### src/rtl/fmm_pkg.sv
package fmm_pkg;
  typedef enum logic {
    MODE_MIN = 1'b0,
    MODE_MAX = 1'b1
  } fmm_mode_e;
endpackage

### src/rtl/fmm_class.sv
module fmm_class #(
  parameter int W     = 32,
  parameter int EXP_W = 8
) (
  input  logic [W-1:0] val,
  output logic         is_nan,
  output logic         is_zero,
  output logic [W-1:0] key
);
  localparam int MAN_W = W - 1 - EXP_W;

  logic             sgn;
  logic [EXP_W-1:0] ex;
  logic [MAN_W-1:0] man;

  assign sgn = val[W-1];
  assign ex  = val[W-2 -: EXP_W];
  assign man = val[MAN_W-1:0];

  always_comb begin
    is_nan  = (&ex) && (|man);
    is_zero = ~|val[W-2:0];
    // positive values above all negatives; negatives ordered by inverted magnitude
    key     = sgn ? {1'b0, ~val[W-2:0]} : {1'b1, val[W-2:0]};
  end
endmodule

### src/rtl/fmm_lane.sv
module fmm_lane
  import fmm_pkg::*;
#(
  parameter int W     = 32,
  parameter int EXP_W = 8
) (
  input  logic [W-1:0] a,
  input  logic [W-1:0] b,
  input  fmm_mode_e    mode,
  output logic [W-1:0] y
);
  logic         a_nan, b_nan, a_zero, b_zero;
  logic [W-1:0] a_key, b_key;
  logic         a_below, same;

  fmm_class #(.W(W), .EXP_W(EXP_W)) u_cls_a (
    .val(a), .is_nan(a_nan), .is_zero(a_zero), .key(a_key)
  );
  fmm_class #(.W(W), .EXP_W(EXP_W)) u_cls_b (
    .val(b), .is_nan(b_nan), .is_zero(b_zero), .key(b_key)
  );

  always_comb begin
    a_below = a_key < b_key;
    same    = (a == b) || (a_zero && b_zero);
    if (a_nan || b_nan || same)
      y = b;
    else if (mode == MODE_MAX)
      y = a_below ? b : a;
    else
      y = a_below ? a : b;
  end
endmodule

### src/rtl/fminmax_vec.sv
module fminmax_vec #(
  parameter int LANES  = 4,
  parameter int LANE_W = 32,
  parameter int EXP_W  = 8
) (
  input  logic                    clk,
  input  logic                    rst,
  input  logic                    in_valid,
  input  logic                    op_max,
  input  logic                    scalar,
  input  logic [LANES*LANE_W-1:0] dst_i,
  input  logic [LANES*LANE_W-1:0] src_i,
  output logic [LANES*LANE_W-1:0] res_o,
  output logic                    done_o
);
  import fmm_pkg::*;
  localparam int VEC_W = LANES * LANE_W;

  fmm_mode_e        mode;
  logic [VEC_W-1:0] nxt;

  assign mode = op_max ? MODE_MAX : MODE_MIN;

  for (genvar g = 0; g < LANES; g++) begin : g_lane
    logic [LANE_W-1:0] lane_y;
    fmm_lane #(.W(LANE_W), .EXP_W(EXP_W)) u_lane (
      .a   (dst_i[g*LANE_W +: LANE_W]),
      .b   (src_i[g*LANE_W +: LANE_W]),
      .mode(mode),
      .y   (lane_y)
    );
    if (g == 0) begin : g_low
      assign nxt[LANE_W-1:0] = lane_y;
    end else begin : g_up
      assign nxt[g*LANE_W +: LANE_W] = scalar ? dst_i[g*LANE_W +: LANE_W] : lane_y;
    end
  end

  always_ff @(posedge clk) begin
    if (rst) begin
      res_o  <= '0;
      done_o <= 1'b0;
    end else begin
      done_o <= in_valid;
      if (in_valid) res_o <= nxt;
    end
  end
endmodule

### config.mk
export PLATFORM = sky130hd
export DESIGN_NAME = fminmax_vec
export DESIGN_NICKNAME = d
export VERILOG_FILES = /design/src/rtl/fmm_pkg.sv /design/src/rtl/fmm_class.sv /design/src/rtl/fmm_lane.sv /design/src/rtl/fminmax_vec.sv
export SDC_FILE = /design/constraint.sdc
export NUM_CORES = 1
export LEC_CHECK = 0
export BUFFER_PORTS_ARGS = -buffer_cell sky130_fd_sc_hd__buf_2
export CELL_PAD_IN_SITES_DETAIL_PLACEMENT = 0
export CELL_PAD_IN_SITES_GLOBAL_PLACEMENT = 1
export CORE_MARGIN = 2
export CORE_UTILIZATION = 41
export DETAILED_ROUTE_END_ITERATION = 12
export PLACE_DENSITY = 0.9
export SLEW_MARGIN = 0
export SYNTH_ARGS = -nofsm -noshare
export SYNTH_HDL_FRONTEND = slang
export SYNTH_HIERARCHICAL = 1
export SYNTH_SLANG_ARGS = --single-unit
export TNS_END_PERCENT = 1
### constraint.sdc
create_clock -name clk -period 5.6 [get_ports clk]
set_input_delay 1.68 -clock clk [delete_from_list [all_inputs] [get_ports clk]]
set_output_delay 1.68 -clock clk [all_outputs]
set_load 0.05 [all_outputs]
* Word-level counts from Yosys, hierarchy flattened *
Cells that the tools add are included.

operators by class
  order comparisons = 4
  mux-type cells = 28
  reductions and logical operators = 56
  bitwise logic cells = 8
  equality and inequality tests = 4

operators with widths
  operator             number
  32-bit 2-to-1 mux    27
  31-bit NOT           8
  31-bit OR reduction  8
  23-bit OR reduction  8
  32-bit == test       4
  32-bit < comparator  4
  8-bit AND reduction  8
  1-bit logical AND    12
  1-bit logical OR     12
  1-bit logical NOT    8
  1-bit 2-to-1 mux     1

word-level totals
  word-level logic and storage cells = 102
  output and inout port bits = 129
  register bits = 129
  bits of input ports = 261

* Longest topological paths before layout *
Gate-level depths: netlist of the first run.

  word-level depth = 7
  gate-level depth with buffers = 15
  gate-level depth less buffers = 12

* By module *
Netlist of the first run, hierarchy kept.

modules (own cells, without submodules)
  module                            sequential area each (sq um)  cells an instance  area an instance (sq um)  instances
  fminmax_vec                       2582.5                        532                5378.9                    1
  fmm_lane at g_lane[1].u_lane ...  0.0                           189                1696.6                    3
  fmm_class                         0.0                           52                 405.4                     8
  fmm_lane at g_lane[0].u_lane      0.0                           192                1566.5                    1

* Worst setup path after synthesis of the first run *
No wires, ideal clock.

  path type = input-to-reg
  start = input port src_i[95]
  end = register res_o[74]
  slack = 0.765 ns
  arrival = 4.698 ns
  stages on the path = 14
  library setup time = 0.138 ns
  required time = 5.462 ns
  path buffers = 3
  path through = buf_2 buf_4 xor2_1 inv_1 ha_1 a2111oi_4 a2111oi_0 or4b_1 a41oi_2 mux2i_2 buf_6 mux2_4 mux2i_1 a211oi_1

between the ends
  longest elaborated chain between the ends = 6
  elaborated cells between the ends (all ways) = 10
  those cells by class = order compare (1); eq/ne (1); mux (6); reduce/logical (2)

ends and longest elaborated chain
  what                                  RTL line                        text
  from (decl)                           fminmax_vec.sv:12               input logic [LANES*LANE_W-1:0] src_i,
  32-bit 2-to-1 mux (*)                 fmm_class.sv:24                 key = sgn ? {1'b0, ~val[W-2:0]} : {1'b1, val[W-2:0]};
  via g_lane[2].u_lane.b_key[1]         fmm_lane.sv:13                  logic [W-1:0] a_key, b_key;
  32-bit < comparator (*)               fmm_lane.sv:24                  a_below = a_key < b_key;
  32-bit 2-to-1 mux (on tied branches)  fmm_lane.sv:31, fmm_lane.sv:29
  32-bit 2-to-1 mux (*)                 fmm_lane.sv:28                  else if (mode == MODE_MAX)
  32-bit 2-to-1 mux (*)                 fmm_lane.sv:26                  if (a_nan || b_nan || same)
  via g_lane[2].lane_y[10]              fminmax_vec.sv:25               logic [LANE_W-1:0] lane_y;
  32-bit 2-to-1 mux (*)                 fminmax_vec.sv:35               assign nxt[g*LANE_W +: LANE_W] = scalar ? dst_i[g*LANE_W +: LANE_W] : lane_y;
  to (signal assigned)                  fminmax_vec.sv:45               if (in_valid) res_o <= nxt;
  to (decl)                             fminmax_vec.sv:13               output logic [LANES*LANE_W-1:0] res_o,

Mark *: on every way through the listed nets, which the timed path passes. The rest lies on a longest branch.
A chain may end at the register's enable or synchronous reset.

* Worst setup path in the final report of the first run *
  start = input port src_i[63]
  end = register res_o[62]

between the ends
  longest elaborated chain between the ends = 6
  elaborated cells between the ends (all ways) = 10
  those cells by class = order compare (1); eq/ne (1); mux (6); reduce/logical (2)

ends and longest elaborated chain
  what                                  RTL line
  32-bit 2-to-1 mux (*)                 fmm_class.sv:24
  via g_lane[1].u_lane.b_key[22]        fmm_lane.sv:13
  32-bit < comparator (*)               fmm_lane.sv:24
  32-bit 2-to-1 mux (on tied branches)  fmm_lane.sv:31, fmm_lane.sv:29
  32-bit 2-to-1 mux (*)                 fmm_lane.sv:28
  32-bit 2-to-1 mux (*)                 fmm_lane.sv:26
  via g_lane[1].lane_y[30]              fminmax_vec.sv:25
  32-bit 2-to-1 mux (*)                 fminmax_vec.sv:35

Marked as above.

==> results of run 1 <==
## worst max-delay path: cells and delay by family
family | cells | cell delay (ps)
buf+inv | 4 | 1080
fa+ha+maj | 1 | 310
compound gates | 5 | 1200
simple gates | 1 | 90
xor+xnor | 1 | 200
mux | 3 | 840
## layout make-up
| cell class | count | area (um2) | area share |
|---|---|---|---|
| Multi-Input combinational cell | 1343 | 11500 | 0.638 |
| Sequential cell | 129 | 2580 | 0.143 |
| Timing Repair Buffer | 416 | 2250 | 0.124 |
| Tap cell | 468 | 586 | 0.0324 |
| Inverter | 141 | 529 | 0.0293 |
| Clock buffer | 19 | 433 | 0.0239 |
| Clock inverter | 13 | 155 | 0.00858 |
| Antenna cell | 2 | 5.00 | 0.000277 |
## power by group
| part | switching (mW) | internal, mW | leakage, nW |
|---|---|---|---|
| combinational | 1.10 | 0.752 | 7.43 |
| clock | 0.488 | 0.665 | 0.277 |
| sequential | 0.0393 | 0.995 | 1.07 |
## registers in the layout (all words and copies together), names as in the netlist
| signal | flops |
|---|---|
| res_o | 128 |
| done_o | 1 |
## worst paths after layout
kind	start	to	slack, ps	cells after the start
max	src_i[63]	res_o[62]	490	15
min	res_o[92]	res_o[92]	480	2
max reg2reg	res_o[49]	res_o[49]	4850	2
min reg2reg	res_o[92]	res_o[92]	480	2
## stage by stage
step                      power, mW  hold slack (ps)  setup WS (ps)
after CTS                      4.08              484            529
after floorplan                2.36              702            765
after global placement         2.85              467            254
after global routing           4.28              497            339
after detailed placement       2.89              473            146
final                          4.04              482            485
## logic make-up (layout without fill, tap and decap cells)
kind of cell,Yosys count,after routing
AO/OA/AOI/OAI,214,214
XOR/XNOR,376,376
adder cells (fa/ha/maj),124,124
buffers and inverters,235,589
flip-flops,129,129
multiplexers,260,260
other,0,2
AND/OR/NAND/NOR,369,369
## routing by layer
layer / up-vias / part of all wire
met3: 92 / 0.066
met1: 6638 / 0.43
met4: 6 / 0.029
li1: 6704 / -
met5: - / 0.00096
met2: 503 / 0.47
## cell usage in the layout, fill, tap and decap left out, types with 6 or more instances in the layout
cell / netlist / final
ha_1: 124 / 124
xor2_1: 248 / 248
nor4_2: 8 / 8
clkbuf_16: 0 / 17
mux2_1: 6 / 6
nor3_1: 12 / 12
nor2_1: 139 / 139
nor3_2: 8 / 8
dfxtp_1: 129 / 129
inv_1: 141 / 141
nor4_1: 56 / 56
and4_1: 8 / 8
nand2_1: 39 / 39
o21a_1: 13 / 13
a21oi_1: 48 / 48
mux2i_1: 128 / 128
buf_4: 34 / 22
nand4_1: 70 / 70
o21ai_0: 8 / 8
a211oi_1: 103 / 103
mux2_4: 93 / 93
xnor2_1: 128 / 128
a21o_1: 11 / 11
buf_2: 13 / 386
mux2_2: 29 / 29
buf_12: 4 / 7
nand3_1: 15 / 15
a211o_1: 7 / 7
## synth_stat cells, types with 3 or more instances
library cell / n / area, um2
clkbuf_1: 25 / 93.8
nand2_1: 39 / 146
nand3_1: 15 / 75.1
a221o_1: 3 / 30.0
buf_12: 4 / 80.1
xnor2_1: 128 / 1120
inv_1: 141 / 529
a41oi_2: 3 / 48.8
buf_4: 34 / 255
a211o_1: 7 / 61.3
mux2_4: 93 / 1400
nor4_2: 8 / 100
mux2_2: 29 / 327
o22ai_1: 3 / 18.8
nor4_1: 56 / 350
a211oi_1: 103 / 773
a2111oi_4: 3 / 82.6
o21ai_1: 3 / 15.0
dfxtp_1: 129 / 2580
buf_2: 13 / 65.1
a21o_1: 11 / 82.6
o21a_1: 13 / 97.6
a2111oi_0: 4 / 35.0
buf_1: 5 / 18.8
nor3_1: 12 / 60.1
o21ai_0: 8 / 40.0
and4_1: 8 / 70.1
nor2_1: 139 / 522
nor3_2: 8 / 80.1
or2_1: 3 / 18.8
xor2_1: 248 / 2170
nand2b_4: 3 / 41.3
nand4_1: 70 / 438
ha_1: 124 / 1550
mux2i_2: 4 / 55.1
or4b_1: 3 / 30.0
mux2i_1: 128 / 1280
buf_6: 12 / 135
a21oi_1: 48 / 240
mux2_1: 6 / 67.6
==> summary.md, run 1 <==
| Metric | Value |
|---|---|
| Status | finished clean |
| Clk_lat worst skew | around 430 ps |
| Clock Sinks | between 100 and 150 |
| Avg Cell Area, Syn | just under 9 um2 |
| First-pass GRT wire length | 76,400 um |
| PD cells | ~220 nW/um2 |
| Final nets | approximately 2,400 |
| Wire per inst | about 19 um |
| Peak supply drop | roughly 210 uV |
| Largest family of logic cells by synthesized area | XOR/XNOR gates |
| First-pass DRT Iterations | 5 |
| Met3 Use GR | 0.0470 |
| Slew Limit Fails | 0 |
| Hold Path Class | reg2reg |
| DP Area | 17,500 um2 |
| Gr ovfl total | 0 |
| Max Freq | about 200 MHz |
| Slowest-stage cell, CP | buf_2 |
| Antenna viol nets, final | 0 |
| Vias per cell | about 5.5 |
| Ys async rst share | 0 |
| Core Area | about 37,000 um2 |
| Crit path required time | between 5000 and 6000 ps |
| Most common flop cell mapped by yosys | dfxtp_1 |
| Die span in y | between 150 and 200 um |
| Die area | a little under 40,000 um2 |
| IO buf count | just under 400 |
| Slew @ Worst Pin | between 800 and 900 ps |
| Routed WL | 49,100 um |
| Worst path arrival time | 5420 ps |
| Final Instance Count excl. Fillers | roughly 2,500 |
| Setup Buffers After CTS | 0 |
| Final Cycle Share | 0.913 |
| Leakage | 8.78 nW |
| CP dominant cell by count | buf_4 |
| Vias in the first global route | between 10,000 and 15,000 |
| # rows | 70 |
| HPWL after DPL | between 30,000 and 40,000 um |
| Startpoint Class | input port |
| Grt met1 use | 0.312 |
| Final setup viols | 0 |
| Post-synthesis adder-cell area fraction | 0.102 |
| Gpl congestion | around 0.94 |
| Normalized max-slew margin | 0.433 |
| Tot GR Track Use | 0.248 |
| RSZ-0062 raised after global routing | no |
| Clk buf depth | 2 |
| DRT iter0 DRCs | 795 |
| IO Pins | 390 |
| Crit path time final | 5110 ps |
| Clock transition at the registers of the reported paths | 70 ps |
| Worst setup EP type | flop |
| Post-synth EDFFs | 0 |
| Fill cells | about 3,500 |
| Utilization after layout | 0.493 |
| Gr busiest metal | met2 |
| Seq/Total Area, Yosys | 0.169 |
| Synth cell types | 49 |
| Synth Area in XOR/XNOR | 0.216 |
| Clk root buf | clkbuf_16 |
| Final instance area | around 18,000 um2 |
| Post-CTS Hold Fix Bufs | 0 |
| Crit-path max cell delay | 390 ps |
| Area Growth Syn to Fin | 18.3% |
| Yosys warns | 6 |
| CTS tree | yes |
| Post-synthesis mux area share | 0.205 |
| Fraction of layout instances using a drive strength above 1 | 0.290 |
| H-tree Lvls | 4 |
| Sum Neg Setup Slack | 0 ps |
| Vias | 13,900 |
| Largest net degree at the start of global routing | 105 |
| Post-Syn Instances | roughly 1,700 |
| Maxcap violations | 0 |
| Critical path cell sequence | buf_2 > buf_4 > xor2_1 > inv_1 > ha_1 > a21oi_1 > nand2_1 > a221o_1 > a211o_1 > a41oi_2 > mux2i_4 > buf_4 > mux2_4 > mux2i_1 > a211oi_1 |
| DRC violations left | 0 |
| Simple-Gate Fraction of Synth Area | 0.128 |
| CTS buffer count | 17 |
| Compound-cell area share of the yosys netlist | 0.103 |
| Yosys reg bits | between 100 and 150 |
| Worst Skew | 0 ps |
| Post-Syn Area | around 15,000 um2 |
| Hold violation total from the final report | 0 |
| Placed cell count | roughly 2,500 |
| Met2 usage | 0.421 |
| Number of gates resized after cts | 0 |
| Antenna violations before repair | 5 |
| Syn nets | about 2,100 |
| CP Max Fanout | 18 |
| Die W | approximately 200 um |
| Initial Utilization | 0.416 |
| Kind of critical path | in2reg |
Note: power is estimated with default switching activity, not from simulation.
==> run 2, diff against run 1 <==
--- a/config.mk
+++ b/config.mk
@@ -12,6 +12,7 @@
 export CORE_UTILIZATION = 41
 export DETAILED_ROUTE_END_ITERATION = 12
 export PLACE_DENSITY = 0.9
+export RECOVER_POWER = 50
 export SLEW_MARGIN = 0
 export SYNTH_ARGS = -nofsm -noshare
 export SYNTH_HDL_FRONTEND = slang
==> summary.md, run 2 (synthesis gave the netlist of run 1 again) <==
| Metric | Value |
|---|---|
| Leakage | 8.30 nW |
| WP buf/inv | 4 |
| Final nets | 2,433 |
| Crit-path max cell delay | between 300 and 400 ps |
| IO Pins | 390 |
| Die area | between 30,000 and 40,000 um2 |
| CTS buffer count | 17 |
| H-tree Lvls | 4 |
| DP Area | roughly 17,000 um2 |
| Max reg flops | roughly 130 |
| Vias | between 10,000 and 15,000 |
| Worst Skew | 0 ps |
| Largest net degree at the start of global routing | approximately 110 |
| Worst setup EP type | flop |
| Wire per inst | between 15 and 20 um |
| Slew @ Worst Pin | around 2400 ps |
| Sum Neg Setup Slack | 0 ps |
| Core Area | 36,700 um2 |
| First-pass GRT wire length | approximately 76,000 um |
| Comb power frac | 0.456 |
| Gr ovfl total | 0 |
| Crit path time final | between 5000 and 6000 ps |
| Fin Hold WS | roughly 480 ps |
| Gpl congestion | about 0.94 |
| Number of gates resized after cts | 0 |
| Setup Buffers After CTS | 0 |
| Clk buf depth | 2 |
| Post-CTS Hold Fix Bufs | 0 |
| Startpoint Class | input port |
| Slowest-stage cell, CP | buf_2 |
| Seq pwr share | 0.258 |
| Final setup viols | 0 |
| DRC violations left | 0 |
| Final Cycle Share | 0.914 |
| Hold Path Class | reg2reg |
| Vias in the first global route | approximately 14,000 |
| Tot GR Track Use | 0.248 |
| Reg2reg start | res_o[49] |
| Clock Sinks | between 100 and 150 |
| Top reg by flops | res_o |
| Clock transition at the registers of the reported paths | about 60 ps |
| First-pass DRT Iterations | 5 |
| Biggest regs | res_o: 128 flops, done_o: 1 flops |
| Peak supply drop | ~210 uV |
| Hold violation total from the final report | 0 |
| Most common cell after layout, fill and taps aside | buf_2 |
| Sw Share | 0.405 |
| Normalized max-slew margin | -0.617 |
| CTS tree | yes |
| P_sw | 1.63 mW |
| Top Family by Delay on Critical Path | compound AO/OA/AOI/OAI gates |
| Vias per cell | ~5.5 |
| Worst path arrival time | ~5300 ps |
| IO buf count | 389 |
| Clk pwr share | 0.287 |
| Die span in y | a little under 200 um |
| # rows | 70 |
| Status | finished, violations left |
| Antenna viol nets, final | 0 |
| Commonest non-fill, non-tap cells in the layout | buf_2, xor2_1, inv_1, nor2_1, clkbuf_1 |
| Kind of critical path | in2reg |
| HPWL after DPL | between 30,000 and 40,000 um |
| Area of the multi-input gates | roughly 12,000 um2 |
| HP Start | res_o[36] |
| Clk root buf | clkbuf_16 |
| Failing checks | capacitance limit, slew limit |
| DRT iter0 DRCs | approximately 720 |
| Die W | roughly 200 um |
| Crit path required time | ~5800 ps |
| Setup WS post-layout | slightly below 500 ps |
| Area Growth Syn to Fin | 17.2% |
| Final instance area | between 15,000 and 20,000 um2 |
| Pint | roughly 2.4 mW |
| Slew Limit Fails | between 100 and 150 |
| Setup WS pre-CTS | around 150 ps |
| Routed WL | about 49,000 um |
| Max Freq | 195 MHz |
| CP Max Fanout | 20 |
| Maxcap violations | 1 |
| Fill cells | roughly 3,600 |
| Clk_lat worst skew | around 430 ps |
| Register cell area after layout | roughly 2600 um2 |
| CP startpoint | src_i[63] |
| Initial Utilization | 0.416 |
| PD cells | ~220 nW/um2 |
| RSZ-0062 raised after global routing | no |
| Fraction of layout instances using a drive strength above 1 | 0.228 |
| Antenna violations before repair | 5 |
| Utilization after layout | 0.488 |
| Critical path cell sequence | buf_2 > buf_4 > xor2_1 > inv_1 > ha_1 > a21oi_1 > nand2_1 > a221o_1 > a211o_1 > a41oi_2 > mux2i_4 > buf_12 > mux2_4 > mux2i_1 > a211oi_1 |
## run 2: changes by cell type in the layout (fill, tap and decap cells not counted)
cell and change:
clkbuf_1 +128, buf_2 -128, clkbuf_2 +1, clkbuf_8 -1
## run 2: path summary, 6_finish.rpt
kind	cells past startpoint	slack [ps]	end
max reg2reg	2	4770	res_o[49]
min reg2reg	2	480	res_o[36]
max	15	480	res_o[34]
min	2	480	res_o[36]
## run 2: layer usage
metal | part of all wire | GRT usage | wire length [um] | vias up
li1 | - | - | - | 6714
met1 | 0.43 | 0.312 | 21400 | 6648
met2 | 0.47 | 0.421 | 23100 | 455
met3 | 0.065 | 0.0470 | 3220 | 97
met4 | 0.030 | 0.0964 | 1460 | 6
met5 | 0.00093 | 0 | 46 | -
## run 2: layout make-up
| type | count | area share |
|---|---|---|
| tap | 468 | 0.0327 |
| clock buffer | 19 | 0.0242 |
| antenna | 2 | 0.000279 |
| timing repair buffer | 416 | 0.116 |
| multi-input combinational | 1343 | 0.644 |
| clock inverter | 13 | 0.00866 |
| sequential | 129 | 0.144 |
| inverter | 141 | 0.0295 |
## run 2: power groups by stage
stage                     clock, mW  combinational, mW  sequential [mW]
after floorplan                   0               1.05             1.31
after global placement            0               1.80             1.05
after detailed placement          0               1.84             1.05
after CTS                      1.19               1.85             1.03
after global routing           1.22               2.00             1.05
final                          1.15               1.83             1.04
## run 2: worst reg2reg max path, delay by kind of cell (launching register included)
family / cells / cell delay [ps]
AND/OR/NAND/NOR: 1 / 50
flip-flops: 1 / 340
AO/OA/AOI/OAI: 1 / 320
## run 2: through the flow
stage               instances  power (mW)
floorplan                1707        2.36
global placement         2497        2.85
detailed placement       2497        2.89
CTS                      2529        4.08
global route             2531        4.26
finish                   2531        4.03
==> run 3, diff against run 2 <==
--- a/config.mk
+++ b/config.mk
@@ -6,16 +6,16 @@
 export NUM_CORES = 1
 export LEC_CHECK = 0
 export BUFFER_PORTS_ARGS = -buffer_cell sky130_fd_sc_hd__buf_2
+export CAP_MARGIN = 10
 export CELL_PAD_IN_SITES_DETAIL_PLACEMENT = 0
 export CELL_PAD_IN_SITES_GLOBAL_PLACEMENT = 1
 export CORE_MARGIN = 2
-export CORE_UTILIZATION = 41
+export CORE_UTILIZATION = 40
 export DETAILED_ROUTE_END_ITERATION = 12
-export PLACE_DENSITY = 0.9
+export PLACE_DENSITY = 0.91
 export RECOVER_POWER = 50
 export SLEW_MARGIN = 0
 export SYNTH_ARGS = -nofsm -noshare
 export SYNTH_HDL_FRONTEND = slang
-export SYNTH_HIERARCHICAL = 1
 export SYNTH_SLANG_ARGS = --single-unit
 export TNS_END_PERCENT = 1
==> summary.md, run 3 <==
| Metric | Value |
|---|---|
| Clk buf depth | 2 |
| Clock Sinks | roughly 130 |
| Gr ovfl total | 0 |
| Post-synth top cells | xnor2_1, nor2_1, xor2_1 |
| Number of gates resized after cts | 0 |
| Cell taking the most area after synthesis | dfxtp_1 |
| Slew Limit Fails | 52 |
| Final setup viols | 0 |
| Reg2reg start | res_o[127] |
| Fin Hold WS | 482 ps |
| Fill cells | about 3,300 |
| Peak supply drop | between 200 and 250 uV |
| Gpl congestion | between 0.9 and 1 |
| Failing checks | capacitance limit, slew limit |
| DRT iter0 DRCs | about 870 |
| HPWL after DPL | between 30,000 and 40,000 um |
| Final nets | between 2,000 and 2,500 |
| CP startpoint | dst_i[127] |
| Die area | 35,700 um2 |
| Vias per cell | between 5 and 6 |
| Avg Cell Area, Syn | approximately 8.6 um2 |
| Startpoint Class | input port |
| IO buf count | 389 |
| Maxcap violations | 1 |
| Hold violation total from the final report | 0 |
| Normalized max-slew margin | -1.18 |
| Post-synth top area share | 0.189 |
| Max Freq | between 200 and 250 MHz |
| # rows | between 60 and 70 |
| Yosys reg bits | approximately 130 |
| Most common cell in the netlist | xnor2_1 |
| First-pass GRT wire length | around 74,000 um |
| Commonest non-fill, non-tap cells in the layout | buf_2, xnor2_1, nor2_1, xor2_1 |
| Post-synth EDFFs | 0 |
| DRC violations left | 0 |
| Vias | about 14,000 |
| Worst Skew | 0 ps |
| CTS buffer count | 17 |
| Critical path cell sequence | buf_2 > buf_4 > xor2_1 > ha_1 > a21oi_1 > o21ai_0 > a221oi_1 > mux2i_1 > a211o_1 > o21ai_4 > buf_4 > mux2_2 > a2111oi_0 |
| IO Pins | just under 400 |
| Status | finished, violations left |
| HP Start | res_o[30] |
| Final Instance Count excl. Fillers | 2,381 |
| Ys async rst share | 0 |
| PD cells | 241 nW/um2 |
| Post-Syn Area | approximately 14,000 um2 |
| Die W | approximately 190 um |
| Area Growth Syn to Fin | 20.6% |
| Worst path arrival time | between 5000 and 6000 ps |
| Most common flop cell mapped by yosys | dfxtp_1 |
| Initial Utilization | 0.406 |
| Fraction of layout instances using a drive strength above 1 | 0.218 |
| Post-Syn Instances | approximately 1,600 |
| Slowest-stage cell, CP | a221oi_1 |
| Top reg by flops | res_o |
| Synth cell types | 58 |
| Wire per inst | 19.7 um |
| Leakage | between 6 and 7 nW |
| Top post-synthesis cells by area | dfxtp_1, xnor2_1, ha_1, xor2_1, nor2_1 |
| Placed cell count | 2,347 |
| Tot GR Track Use | 0.259 |
| Hold Path Class | reg2reg |
| Crit path time final | 4920 ps |
| Crit-path max cell delay | approximately 470 ps |
| First-pass DRT Iterations | 5 |
| Syn nets | between 1,500 and 2,000 |
| Final Power | roughly 4 mW |
| Setup Buffers After CTS | 0 |
| RSZ-0062 raised after global routing | no |
| Post-CTS Hold Fix Bufs | 0 |
| Clk_lat worst skew | around 440 ps |
| Yosys warns | 0 |
| Antenna violations before repair | 1 |
| Kind of critical path | in2reg |
| Antenna viol nets, final | 0 |
| Routed WL | approximately 47,000 um |
| Seq/Total Area, Yosys | 0.189 |
| Vias in the first global route | ~14,000 |
| H-tree Lvls | 4 |
| CTS tree | yes |
| Biggest regs | res_o: 128 flops, done_o: 1 flops |
| Clk root buf | clkbuf_16 |
| Crit path required time | 5910 ps |
| CP dominant cell by count | buf_4 |
| Clock transition at the registers of the reported paths | ~60 ps |
| Sum Neg Setup Slack | 0 ps |
| Slew @ Worst Pin | approximately 3300 ps |
| Most common cell after layout, fill and taps aside | buf_2 |
| Final Cycle Share | 0.878 |
| Max reg flops | roughly 130 |
| CP Max Fanout | 22 |
| Worst setup EP type | flop |
| Core Area | around 34,000 um2 |
| Die span in y | 189 um |
| Largest net degree at the start of global routing | roughly 130 |
| Utilization after layout | 0.490 |
-- run 3: metal layers --
layer,global-route usage,part of all wire,vias to the layer above
met1,0.338,0.43,6584
met5,0,0,-
met3,0.0475,0.072,103
li1,-,-,6504
met2,0.419,0.46,577
met4,0.108,0.030,0
-- run 3: area by class of cell --
cell class                      count  area (um2)  area share
Clock buffer                       18         439      0.0266
Clock inverter                     14         179      0.0109
Sequential cell                   129        2580       0.157
Multi-Input combinational cell   1343       10600       0.646
Antenna cell                        2        5.00    0.000304
Tap cell                          448         561      0.0340
Inverter                            7        26.3     0.00159
Timing Repair Buffer              420        2050       0.124
-- run 3: path summary, 6_finish.rpt --
kind,cells after the start,slack (ps),endpoint
max,13,680,res_o[96]
min,2,480,res_o[30]
max reg2reg,3,4610,res_o[127]
min reg2reg,2,480,res_o[30]
-- run 3: cell families (layout without fill, tap and decap cells) --
group | count (synthesis) | after routing | synth area share
multiplexers | 65 | 65 | 0.0581
XOR/XNOR | 372 | 372 | 0.238
buffers and inverters | 113 | 459 | 0.0342
AO/OA/AOI/OAI | 287 | 287 | 0.173
flip-flops | 129 | 129 | 0.189
AND/OR/NAND/NOR | 495 | 495 | 0.193
other | 0 | 2 | 0
adder cells (fa/ha/maj) | 124 | 124 | 0.114
-- run 3: where the power goes --
part	switching [mW]	internal, mW
clock	0.486	0.718
sequential	0.0474	1.00
combinational	1.09	0.630
-- run 3: critical path: cells and delay by family --
family                     cells  cell delay [ps]
AOI/OAI and AO/OA              6             1600
buffers and inverters          3              920
muxes                          2              530
adders and majority gates      1              290
xor gates and xnor gates       1              180
-- run 3: per-stage QoR --
stage | setup slack, ps | cell area [um2]
after global routing | 355 | 16500
after global placement | 490 | 16000
after CTS | 789 | 16600
final | 681 | 16500
after floorplan | 582 | 13700
after detailed placement | 287 | 16000
